<file path="src/rtl/ps_cfg_master.sv">
module ps_cfg_master #(
  parameter int CLK_HZ     = 50_000_000,
  parameter int PHASE_CYC  = 2,
  parameter int RST_US     = 40,
  parameter int TIMEOUT_US = 20,
  parameter bit LSB_FIRST  = 1'b0
) (
  input  logic       clk,
  input  logic       rst_n,
  input  logic       start_i,
  input  logic       end_i,
  input  logic       no_dev_i,
  input  logic [7:0] byte_i,
  input  logic       byte_valid_i,
  output logic       byte_ready_o,
  output logic       cfg_clk_o,
  output logic       cfg_data_o,
  output logic       cfg_rst_n_o,
  input  logic       cfg_status_i,
  input  logic       cfg_done_i,
  output logic       busy_o,
  output logic       res_valid_o,
  output logic [1:0] res_code_o
);

  localparam int TICK   = (CLK_HZ / 1_000_000 < 1) ? 1 : CLK_HZ / 1_000_000;
  localparam int US_MAX = (RST_US > TIMEOUT_US) ? RST_US : TIMEOUT_US;
  localparam int PRE_W  = $clog2(TICK + 1);
  localparam int US_W   = $clog2(US_MAX + 1);
  localparam int DIV_W  = $clog2(PHASE_CYC + 1);

  typedef enum logic [1:0] {S_IDLE, S_PULSE, S_WAIT, S_XFER} st_t;
  localparam logic [1:0] C_OK = 2'd0, C_FAIL = 2'd1, C_NDONE = 2'd2, C_TMO = 2'd3;

  st_t              st;
  logic [PRE_W-1:0] pre;
  logic [US_W-1:0]  us;
  logic [DIV_W-1:0] dcnt;
  logic [7:0]       sh;
  logic [3:0]       bits;
  logic             hi;
  logic [1:0]       stat_s, done_s;

  wire us_tick  = (pre == PRE_W'(TICK - 1));
  wire accept   = byte_valid_i && byte_ready_o;
  wire [7:0] sh_nx = LSB_FIRST ? {1'b0, sh[7:1]} : {sh[6:0], 1'b0};
  wire first_b  = LSB_FIRST ? byte_i[0] : byte_i[7];
  wire next_b   = LSB_FIRST ? sh_nx[0] : sh_nx[7];

  assign byte_ready_o = (st == S_XFER) && (bits == 4'd0) && !start_i && !end_i;
  assign busy_o       = (st != S_IDLE);

  always_ff @(posedge clk or negedge rst_n) begin
    if (!rst_n) begin
      st          <= S_IDLE;
      pre         <= '0;
      us          <= '0;
      dcnt        <= '0;
      sh          <= '0;
      bits        <= '0;
      hi          <= 1'b0;
      stat_s      <= '0;
      done_s      <= '0;
      cfg_clk_o   <= 1'b0;
      cfg_data_o  <= 1'b0;
      cfg_rst_n_o <= 1'b1;
      res_valid_o <= 1'b0;
      res_code_o  <= C_OK;
    end else begin
      res_valid_o <= 1'b0;
      stat_s      <= {stat_s[0], cfg_status_i};
      done_s      <= {done_s[0], cfg_done_i};
      if (start_i) begin
        st          <= S_PULSE;
        pre         <= '0;
        us          <= '0;
        bits        <= '0;
        hi          <= 1'b0;
        cfg_clk_o   <= 1'b0;
        cfg_data_o  <= 1'b0;
        cfg_rst_n_o <= 1'b0;
      end else begin
        case (st)
          S_PULSE: begin
            if (us_tick) begin
              pre <= '0;
              if (us == US_W'(RST_US - 1)) begin
                st          <= S_WAIT;
                us          <= '0;
                cfg_rst_n_o <= 1'b1;
              end else begin
                us <= us + 1'b1;
              end
            end else begin
              pre <= pre + 1'b1;
            end
          end
          S_WAIT: begin
            if (no_dev_i || stat_s[1]) begin
              st <= S_XFER;
            end else if (us_tick) begin
              pre <= '0;
              if (us == US_W'(TIMEOUT_US - 1)) begin
                st          <= S_IDLE;
                res_valid_o <= 1'b1;
                res_code_o  <= C_TMO;
              end else begin
                us <= us + 1'b1;
              end
            end else begin
              pre <= pre + 1'b1;
            end
          end
          S_XFER: begin
            if (end_i) begin
              st          <= S_IDLE;
              bits        <= '0;
              hi          <= 1'b0;
              cfg_clk_o   <= 1'b0;
              res_valid_o <= 1'b1;
              res_code_o  <= no_dev_i   ? C_OK :
                             !stat_s[1] ? C_FAIL :
                             done_s[1]  ? C_OK : C_NDONE;
            end else if (accept) begin
              sh         <= byte_i;
              cfg_data_o <= first_b;
              cfg_clk_o  <= 1'b0;
              hi         <= 1'b0;
              dcnt       <= '0;
              bits       <= 4'd8;
            end else if (bits != 4'd0) begin
              if (dcnt == DIV_W'(PHASE_CYC - 1)) begin
                dcnt <= '0;
                if (!hi) begin
                  cfg_clk_o <= 1'b1;
                  hi        <= 1'b1;
                end else begin
                  cfg_clk_o  <= 1'b0;
                  hi         <= 1'b0;
                  bits       <= bits - 1'b1;
                  sh         <= sh_nx;
                  cfg_data_o <= next_b;
                end
              end else begin
                dcnt <= dcnt + 1'b1;
              end
            end
          end
          default: st <= S_IDLE;
        endcase
      end
    end
  end


  ready_needs_busy_chk: assert property (@(posedge clk) disable iff (!rst_n)
    byte_ready_o |-> busy_o);


  clk_rests_low_chk: assert property (@(posedge clk) disable iff (!rst_n)
    !busy_o |-> !cfg_clk_o);


  data_setup_chk: assert property (@(posedge clk) disable iff (!rst_n)
    $rose(cfg_clk_o) |-> $stable(cfg_data_o));


  result_single_chk: assert property (@(posedge clk) disable iff (!rst_n)
    res_valid_o |=> !res_valid_o);


  result_idle_chk: assert property (@(posedge clk) disable iff (!rst_n)
    res_valid_o |-> !busy_o);


  pulse_from_start_chk: assert property (@(posedge clk) disable iff (!rst_n)
    $fell(cfg_rst_n_o) |-> $past(start_i));


  rst_line_quiet_chk: assert property (@(posedge clk) disable iff (!rst_n)
    !cfg_rst_n_o |-> (busy_o && !cfg_clk_o));

endmodule

</file>
<file path="config.mk">
export PLATFORM = sky130hd
export DESIGN_NAME = ps_cfg_master
export DESIGN_NICKNAME = d
export VERILOG_FILES = /design/src/rtl/ps_cfg_master.sv
export SDC_FILE = /design/constraint.sdc
export NUM_CORES = 1
export LEC_CHECK = 0
export ABC_AREA = 1
export CELL_PAD_IN_SITES_DETAIL_PLACEMENT = 1
export CELL_PAD_IN_SITES_GLOBAL_PLACEMENT = 2
export CORE_MARGIN = 5
export CORE_UTILIZATION = 31
export CTS_BUF_LIST = sky130_fd_sc_hd__clkbuf_8
export CTS_CLUSTER_DIAMETER = 120
export DETAILED_ROUTE_END_ITERATION = 8
export PLACE_DENSITY = 0.88
export SLEW_MARGIN = 20
export SYNTH_ARGS = -nofsm -noshare
export SYNTH_HDL_FRONTEND = slang
export SYNTH_SLANG_ARGS = --single-unit
</file>
<file path="constraint.sdc">
create_clock -name clk -period 1.7 [get_ports clk]
set_clock_uncertainty 0.2 [all_clocks]
set_input_delay 0.255 -clock clk [delete_from_list [all_inputs] [get_ports clk]]
set_output_delay 0.255 -clock clk [all_outputs]
set_load 0.01 [all_outputs]
</file>
==> flow_summary.yaml <==
drt:
  vias_per_cell: 4.87
  vias: 2167
  drtPass1Iterations: 4
  route.detailed.drc: 0
  drt_iter0_markers: 82
  ant_nets: 0
  avgRoutedWirePerCell_um: 15.9
  wl_um: 7080
clock_tree:
  clk-insertion-delay-late_ns: 0.30
  h-tree-depth: 2
  clock-sinks: 37
  cts_root_buffer: "clkbuf_8"
  clkTransAtPathRegs_ns: 0.08
  cts_tree: "done"
  numCtsBuffers: 5
  clock_path_buffers: 2
synthesis:
  ys_seq_area_share_pct: 43.7
  synth_area_per_cell_um2: 7.84
  synth-seq-cells: 37
  synth_top_area_share_pct: 42.4
  synthTopCellsByCount: "80 x nand2_1, 36 x dfrtp_1, 35 x inv_1"
  yosysWarningCount: 0
  ys.flop_type: "dfrtp_1"
  synth_top_cell_by_area: "dfrtp_1"
  syn_inst: 271
  synth_edf_count: 0
  syn_nets: 295
  async_reset_ff_share_pct: 100
  yosysMostFrequentCell: "nand2_1"
  synth_cell_types: 30
  netlist_area_um2: 2120
  synthTopCellsByArea: "dfrtp_1 42%, nand2_1 14%, inv_1 6.2%"
floorplanning:
  pin_count: 24
  row_count: 30
  core_area_um2: 6720
  initial_core_util_pct: 31.6
  die_y_um: 92.8
  dieArea_um2: 8600
  dieWidth_um: 92.8
run_status:
  violations: "setup timing"
  outcome: "complete, but fails checks"
global_route:
  grt_pass1_vias: 2314
  track_usage_pct: 15.9
  grt_start_max_net_pins: 25
  grt_pass1_wl_um: 10900
  grt_overflow_total: 0
  antenna_found_initial: 0
power_and_ir_drop:
  finalPower_mw: 4.36
  leakage_nw: 1.65
  powerDensity_nw_per_um2: 1280
  ir_worst_vdd_uv: 436
critical_path:
  worstPathRequired_ns: 1.70
  cp.arrival_ns: 1.93
  path_max_fanout: 5
  cp_slowest_stage_delay_ns: 0.39
  critPathKind: "reg -> reg"
  r2r-start: "st[1]$_DFFE_PN0P_"
  cp-start-kind: "flip-flop"
  cp-end-kind: "flip-flop"
  startpoint: "st[1]$_DFFE_PN0P_"
  slowest_stage: "dfrtp_1"
  cp.depth: 10
  r2r_end: "cfg_data_o$_DFFE_PN0P_"
  crit_chain: "ha_2 -> buf_6 -> nand2_4 -> nor2_4 -> nand3_4 -> buf_6 -> a21oi_2 -> nand3_1 -> nand2_1 -> nor2_1"
  crit_end: "cfg_data_o$_DFFE_PN0P_"
  path_delay_family: "simple AND/OR/NAND/NOR gates"
  critPathMostFrequentCell: "buf_6"
  worst-path-buf-inv: 2
  reg2reg_depth: 10
  ff2ff_setup_slack_ns: -0.23
layout:
  finalNetCount: 388
  regArea_um2: 927
  num_antenna_cells: 0
  utilization_pct: 50.5
  final.fill_count: 790
  drive_above_1_share_pct: 41.1
  multiInputGateArea_um2: 1290
  area_growth_syn_to_layout_pct: 59.8
job:
  cap_violations: 0
timing:
  fin_tns_setup_ns: -4.15
  holdWs_ns: 0.156
  finalWorstSetupSlack_ns: -0.227
  period_share_pct: 113
  rsz0062_at_grt: "yes"
  worstMarginPinSlew_ns: 0.433
  min_period_ns: 1.93
  report.final.slew_viol_count: 0
  final-setup-viol-count: 31
  fmax_mhz: 519
  max-slew-margin-rel_pct: 71.0
  hold_viol_final: 0
placed_design:
  place_ws_ns: -0.470
  hpwl_um: 4270
  globalplace.congestion: 0.757
  io_buffers: 23
min_path:
  hold_path.class: "reg -> reg"
==> registers in the layout, indices dropped and copies added (netlist names), 2 cells and up <==
signal / count
us: 6
dcnt: 2
res_code_o: 2
pre: 6
done_s: 2
bits: 4
sh: 7
st: 2
stat_s: 2
==> stage by stage <==
step                cell area [um^2]  std cells
global placement                2760        414
global route                    3390        445
finish                          3390        445
detailed placement              2760        414
CTS                             3150        432
floorplan                       2130        271
==> power breakdown <==
part | leakage [nW] | internal, mW | switching [mW] | total, mW
registers | 0.478 | 1.06 | 0.138 | 1.20
clock network | 0.0626 | 0.473 | 0.346 | 0.819
logic | 1.11 | 1.14 | 1.20 | 2.34
total | 1.65 | 2.68 | 1.68 | 4.36
==> what timing repair did <==
item / 4_1_cts / 5_1_grt
pin swaps: 22 / 20
setup buffers: 8 / 16
endpoints found under the setup margin: 35 / 34
endpoints found under the hold margin: 37 / 0
gates resized for setup: 65 / 43
hold buffers: 1 / 0
cloned: 1 / 0
==> cell families after synthesis <==
family          count (synthesis)  share of synthesized area [%]
compound gates                 35                           9.13
xor+xnor                        4                           1.65
fa+ha+maj                       8                           4.71
buf+inv                        44                           9.25
flops                          37                           43.7
simple gates                  143                           31.6
==> layout make-up <==
| class | count | share of cell area, % |
|---|---|---|
| Clock buffer | 6 | 2.43 |
| Sequential cell | 37 | 27.3 |
| Multi-Input combinational cell | 191 | 38.2 |
| Clock inverter | 2 | 0.996 |
| Inverter | 39 | 4.87 |
| Tap cell | 80 | 2.95 |
| Timing Repair Buffer | 90 | 23.3 |
==> routing by layer <==
layer  part of all wire (%)  global-route usage [%]  vias to the layer above
met5                      0                       0                        -
met4                    2.8                    6.96                        0
met3                    2.6                    3.09                       20
met2                     53                    28.3                       34
met1                     42                    18.4                     1062
li1                       -                       -                     1051
==> how the worst min path moves through the flow <==
stage                                    from             endpoint  cells after the start
after floorplan                         rst_n  bits[0]$_DFFE_PN0P_                      0
after global placement                  rst_n   pre[3]$_DFFE_PN0N_                      1
after detailed placement                rst_n   pre[3]$_DFFE_PN0N_                      1
after CTS                 stat_s[0]$_DFF_PN0_  stat_s[1]$_DFF_PN0_                      0
after global routing      stat_s[0]$_DFF_PN0_  stat_s[1]$_DFF_PN0_                      0
final                     stat_s[0]$_DFF_PN0_  stat_s[1]$_DFF_PN0_                      0
==> placed cells by master, fill, tap and decap left out, types with 4 or more instances in the layout <==
cell type        count
nor3_1               6
nand2_4              5
clkbuf_8             6
dfrtp_1             36
nand2_2             12
inv_1               26
a21oi_2              4
a21oi_1              5
clkdlybuf4s50_1     18
nor2_4               7
buf_4               51
nand3_2              8
o21ai_1             14
nor2_1              15
nand3_4              7
ha_4                 4
nand2_1             66
nand3_1             10
nand4_1              4
inv_2                9
o21ai_2              4
buf_6               15
No activity file was read; power rests on OpenSTA's default activity.
